$ cat src/rtl/tic_pkg.sv
package tic_pkg;
  localparam int XLEN   = 32;
  localparam int NREG   = 32;
  localparam int RIDX_W = $clog2(NREG);

  localparam logic [5:0] OPC_RFORM = 6'h3A;
  localparam logic [5:0] OPC_ADDI  = 6'h04;
  localparam logic [5:0] OPC_LDW   = 6'h17;
  localparam logic [5:0] OPC_STW   = 6'h15;
  localparam logic [5:0] OPC_LDBU  = 6'h03;
  localparam logic [5:0] SUB_ADD   = 6'h31;

  typedef enum logic [2:0] {
    K_NOP, K_ADD, K_ADDI, K_LDW, K_LDBU, K_STW
  } kind_e;

  typedef struct packed {
    kind_e             kind;
    logic [RIDX_W-1:0] ra;
    logic [RIDX_W-1:0] rb;
    logic [RIDX_W-1:0] rc;
    logic [XLEN-1:0]   imm;
  } dec_t;

  function automatic logic [XLEN-1:0] sext16(input logic [15:0] v);
    return {{(XLEN-16){v[15]}}, v};
  endfunction

  function automatic logic [XLEN-1:0] add32(input logic [XLEN-1:0] a,
                                            input logic [XLEN-1:0] b);
    return a + b;
  endfunction

  function automatic logic [XLEN-1:0] lane_byte(input logic [XLEN-1:0] w,
                                                input logic [1:0] lane);
    return {{(XLEN-8){1'b0}}, w[8*lane +: 8]};
  endfunction
endpackage

$ cat src/rtl/tic_decode.sv
module tic_decode
  import tic_pkg::*;
(
  input  logic [31:0] instr,
  output dec_t        dec
);
  logic [5:0] opc;
  logic [5:0] sub;

  assign opc = instr[5:0];
  assign sub = instr[16:11];

  always_comb begin
    dec.ra  = instr[31:27];
    dec.rb  = instr[26:22];
    dec.rc  = instr[21:17];
    dec.imm = sext16(instr[21:6]);
    unique case (opc)
      OPC_RFORM: dec.kind = (sub == SUB_ADD) ? K_ADD : K_NOP;
      OPC_ADDI:  dec.kind = K_ADDI;
      OPC_LDW:   dec.kind = K_LDW;
      OPC_LDBU:  dec.kind = K_LDBU;
      OPC_STW:   dec.kind = K_STW;
      default:   dec.kind = K_NOP;
    endcase
  end
endmodule

$ cat src/rtl/tic_regfile.sv
module tic_regfile
  import tic_pkg::*;
#(
  parameter int N  = NREG,
  parameter int W  = XLEN,
  localparam int IW = $clog2(N)
) (
  input  logic          clk,
  input  logic          rst_n,
  input  logic [IW-1:0] ra_idx,
  output logic [W-1:0]  ra_data,
  input  logic [IW-1:0] rb_idx,
  output logic [W-1:0]  rb_data,
  input  logic          wr_en,
  input  logic [IW-1:0] wr_idx,
  input  logic [W-1:0]  wr_data
);
  logic [W-1:0] bank [N];
  logic         wr_take;

  assign wr_take = wr_en && (wr_idx != '0);

  always_ff @(posedge clk) begin
    if (!rst_n) begin
      for (int i = 0; i < N; i++) bank[i] <= '0;
    end else if (wr_take) begin
      bank[wr_idx] <= wr_data;
    end
  end

  assign ra_data = (ra_idx == '0) ? '0 : bank[ra_idx];
  assign rb_data = (rb_idx == '0) ? '0 : bank[rb_idx];

  AST_ZERO_READ_A: assert property (@(posedge clk) disable iff (!rst_n)
    (ra_idx == '0) |-> (ra_data == '0));
  AST_ZERO_READ_B: assert property (@(posedge clk) disable iff (!rst_n)
    (rb_idx == '0) |-> (rb_data == '0));
endmodule

$ cat src/rtl/tic_core.sv
module tic_core
  import tic_pkg::*;
#(
  parameter int IMEM_AW = 30
) (
  input  logic               clk,
  input  logic               rst_n,
  output logic [IMEM_AW-1:0] imem_addr,
  input  logic [31:0]        imem_rdata,
  output logic [31:0]        dmem_addr,
  output logic               dmem_re,
  input  logic [31:0]        dmem_rdata,
  output logic               dmem_we,
  output logic [31:0]        dmem_wdata
);
  logic [IMEM_AW-1:0] pc_w;
  logic               wait_q;
  dec_t               dec;
  logic [XLEN-1:0]    opa, opb, eff_addr, alu_res, ld_res;
  logic               is_load, load_issue, pc_step;
  logic               wb_en;
  logic [RIDX_W-1:0]  wb_idx;
  logic [XLEN-1:0]    wb_data;

  tic_decode u_dec (.instr(imem_rdata), .dec(dec));

  tic_regfile #(.N(NREG), .W(XLEN)) u_rf (
    .clk(clk), .rst_n(rst_n),
    .ra_idx(dec.ra), .ra_data(opa),
    .rb_idx(dec.rb), .rb_data(opb),
    .wr_en(wb_en), .wr_idx(wb_idx), .wr_data(wb_data)
  );

  assign is_load    = (dec.kind == K_LDW) || (dec.kind == K_LDBU);
  assign load_issue = is_load && !wait_q;
  assign pc_step    = !load_issue;

  assign eff_addr = add32(opa, dec.imm);
  assign alu_res  = (dec.kind == K_ADD) ? add32(opa, opb) : eff_addr;
  assign ld_res   = (dec.kind == K_LDW) ? dmem_rdata
                                        : lane_byte(dmem_rdata, eff_addr[1:0]);

  always_comb begin
    wb_en   = 1'b0;
    wb_idx  = dec.rb;
    wb_data = alu_res;
    unique case (dec.kind)
      K_ADD:  begin wb_en = 1'b1; wb_idx = dec.rc; end
      K_ADDI: begin wb_en = 1'b1; end
      K_LDW, K_LDBU: begin wb_en = wait_q; wb_data = ld_res; end
      default: wb_en = 1'b0;
    endcase
  end

  always_ff @(posedge clk) begin
    if (!rst_n) begin
      pc_w   <= '0;
      wait_q <= 1'b0;
    end else begin
      wait_q <= load_issue;
      if (pc_step) pc_w <= pc_w + 1'b1;
    end
  end

  assign imem_addr  = pc_w;
  assign dmem_addr  = eff_addr;
  assign dmem_re    = rst_n && load_issue;
  assign dmem_we    = rst_n && (dec.kind == K_STW);
  assign dmem_wdata = opb;

  AST_LOAD_HOLDS_FETCH: assert property (@(posedge clk) disable iff (!rst_n)
    dmem_re |=> (imem_addr == $past(imem_addr)));
  AST_LOAD_SINGLE_STROBE: assert property (@(posedge clk) disable iff (!rst_n)
    dmem_re |=> !dmem_re);
  AST_FETCH_ADVANCE: assert property (@(posedge clk) disable iff (!rst_n)
    !dmem_re |=> (imem_addr == IMEM_AW'($past(imem_addr) + 1'b1)));
  AST_STROBES_EXCLUSIVE: assert property (@(posedge clk) disable iff (!rst_n)
    !(dmem_re && dmem_we));
  AST_RESET_QUIET: assert property (@(posedge clk)
    !rst_n |=> (imem_addr == '0));
endmodule

$ cat config.mk
export PLATFORM = sky130hd
export DESIGN_NAME = tic_core
export DESIGN_NICKNAME = d
export VERILOG_FILES = /design/src/rtl/tic_pkg.sv /design/src/rtl/tic_decode.sv /design/src/rtl/tic_regfile.sv /design/src/rtl/tic_core.sv
export SDC_FILE = /design/constraint.sdc
export NUM_CORES = 2
export LEC_CHECK = 0
export BUFFER_PORTS_ARGS = -buffer_cell sky130_fd_sc_hd__buf_2
export CORE_UTILIZATION = 40
export CTS_CLUSTER_DIAMETER = 30
export DETAILED_ROUTE_END_ITERATION = 7
export GPL_ROUTABILITY_DRIVEN = 0
export PLACE_DENSITY = 0.53
export SYNTH_ARGS = -nofsm -noshare
export SYNTH_HDL_FRONTEND = slang
export SYNTH_SLANG_ARGS = --single-unit
$ cat constraint.sdc
create_clock -name clk -period 12.5 [get_ports clk]
set_input_delay 0 -clock clk [delete_from_list [all_inputs] [get_ports clk]]
set_output_delay 0 -clock clk [all_outputs]
set_load 0.02 [all_outputs]
==> impl_metrics.toml <==
[run_status]
status = "complete, no violations"

[synthesis]
synth_xor_area_frac = 0.0124
synth_edf_count = 1024
synthSimpleGateAreaFrac = 0.108
synth_compound_area_frac = 0.0438
synthTopCellsByArea = "edfxtp_1 53%, mux4_2 23%, nor2_1 7.1%, mux2i_1 2.2%, clkbuf_1 2.0%"
synth-adder-area-share = 0.0150
yosys.area.top_type = "edfxtp_1"
synth.mux.area_fraction = 0.254
syn_avg_cell_area_um2 = 13.6
synthDominantCellAreaShare = 0.526
yosysUniqueCellTypes = 85
synth_top_family_by_area = "multiplexers"
yosysMostFrequentCell = "nor2_1"
yosysSeqAreaShare = 0.537
synth-seq-cells = 1055
synth_ff_type = "edfxtp_1"
netlist_area_mm2 = 0.0584
synth-async-reset-ratio = 0
ys_top_cells_by_count = "1112 x nor2_1, 1024 x edfxtp_1, 594 x mux4_2"
yosys_warnings = 0
synthCells = 4296

[grt]
track_usage = 0.318
overflow = 0
grt_antenna_before_repair = 3
grt_pass1_vias = 42100
grt_max_degree = 89
grt_first_pass_wirelength_um = 326000

[timing]
finalCritPeriodShare = 0.540
tightest_slew_ns = 1.19
fin_crit_ns = 6.76
slew_headroom = 0.182
clock.fmax_mhz = 148
setup_viol = 0
slew_viol_final = 0
finClkSkew_ns = 0.0806
rsz0062_at_grt = "false"
fin_tns_setup_ns = 0
finalHoldViolCount = 0

[worst_hold_path]
hold_class = "input port to register"

[critical_path]
r2r_setup_slack_ns = 6.16
worstPathArrival_ns = 7.30
crit_slowest_cell = "a21oi_4"
cpPeakStageDelay_ns = 0.89
crit_chain = "buf_8 > buf_12 > buf_4 > mux4_2 > mux4_2 > mux2i_1 > nor2_1 > ha_1 > a21o_1 > a21o_1 > a21oi_1 > o21ai_0 > maj3_1 > a221oi_1 > o21ai_0 > a221oi_1 > xnor2_1 > a21oi_4 > nor2_1"
crit_type = "input port to register"
startpoint_type = "input port"
crit_path_end_kind = "register"
path_max_fanout = 74
cpLargestDelayFamily = "compound AO/OA/AOI/OAI gates"
critical_path_required_ns = 13.05
worstPathBufferInverterCount = 3

[pwr]
p_leak_nw = 25.9
power_density_mw_per_mm2 = 188
irDropWorstVdd_uv = 116

[clocking]
htree_levels = 5
cts_made_buffers = 276
clkSlewWorstSetupHoldPaths_ns = 0.05
worst_skew_pair.late_latency_ns = 0.90
root_buffer = "clkbuf_16"
hold_buffers = 25
cts_max_path_buffers = 4
cts_resized = 0
clkSinkCount = 1055
cts_setup_buffers = 0
cts_tree = "yes"

[cells_and_area]
drive_above_1_share = 0.302
nFillCells = 12300
nets = 4641
layoutNonFillerInstCount = 6616
area_delta_synth_final_pct = 21.5
post-route-util = 0.492

[place]
dp.cells = 6120
dp_hpwl_um = 139000
numPortBuffers = 161

[die]
rows = 139
core_area_mm2 = 0.144
start_util = 0.405
io_pins = 162
die_h_um = 384
die_w_um = 384
die_area_mm2 = 0.148

[route]
via_per_inst = 6.48
dr.first_iter.drc_count = 6206
vias = 42900
drc = 0
postRouteAntennaNets = 0
wl_um = 235000
post_drt_wl_per_cell_um = 35.5
dr.pass1.iters = 8

[flow_run]
cap_violations = 0
layout by cell type, fill, tap and decap left out, drive strengths merged, types with 17 or more instances in the layout:
master,instances
inv,44
edfxtp,1024
conb,32
mux2i,131
clkinvlp,30
nor3,61
dfxtp,31
dlygate4sd3,25
xnor2,49
and2,18
nand4,20
a21oi,91
a21o,38
clkinv,82
bufinv,37
maj3,17
xor2,34
nor2,1113
ha,53
clkbuf,313
nand3,54
mux4,594
and3,19
o22ai,17
buf,304
a22oi,31
nand2,148
o21ai,48
routing by layer:
| layer | GRT usage | up-vias | part of all wire |
|---|---|---|---|
| li1 | - | 17000 | - |
| met1 | 0.430 | 22300 | 0.38 |
| met2 | 0.478 | 3040 | 0.45 |
| met3 | 0.0840 | 545 | 0.12 |
| met4 | 0.149 | 0 | 0.050 |
| met5 | 0 | - | 0 |
registers in the layout, summed over array words and instances (netlist names):
register / flops
imem_addr: 30
u_rf.bank: 1024
wait_q: 1
metrics by stage:
stage                     area, um2  setup slack (ns)  hold WS [ns]  total power, W
final                         71000              5.74        0.0710          0.0133
after global routing          71000              5.43        0.0501          0.0137
after CTS                     71000              5.91       0.00954          0.0133
after detailed placement      61700              5.05         0.377         0.00636
after global placement        61700              4.97         0.369         0.00636
after floorplan               58600              5.62         0.134         0.00550
power by group:
group | total, W | internal (W) | switching, W
clock | 0.00698 | 0.00486 | 0.00213
sequential | 0.00407 | 0.00401 | 0.0000602
combinational | 0.00229 | 0.000715 | 0.00157
logic make-up (layout without fill, tap and decap cells):
family | count (synthesis) | after routing
DFF | 1055 | 1055
muxes | 738 | 738
and+or+nand+nor | 1521 | 1521
other | 1 | 33
AOI/OAI and AO/OA | 376 | 376
adders and majority gates | 72 | 72
buffers and inverters | 450 | 835
xor gates and xnor gates | 83 | 83
worst paths after layout:
| check | from | end | cells after the start |
|---|---|---|---|
| hold reg to reg | imem_addr[29] | imem_addr[29] | 2 |
| setup / recovery | imem_rdata[27] | u_rf.bank[30][28] | 19 |
| hold / removal | dmem_rdata[0] | u_rf.bank[10][0] | 6 |
| setup reg to reg | u_rf.bank[2][8] | u_rf.bank[21][22] | 16 |
worst min-delay path, cell delays in order:
cell and delay [ns]:
buf_2 0.09, nand2_1 0.04, nand3_1 0.22, nand2_1 0.09
buf_4 0.24, nor2_1 0.13
final cells by class:
type	instances	area [um2]	share of cell area
sequential	1055	31400	0.442
clock buffer	313	7230	0.102
multi-input combinational	2822	25800	0.363
inverter	36	136	0.00192
timing repair buffer	329	2250	0.0317
clock inverter	157	1830	0.0258
tap	1903	2380	0.0335
antenna	1	2.50	0.0000352
No activity file was read; power rests on OpenSTA's default activity.
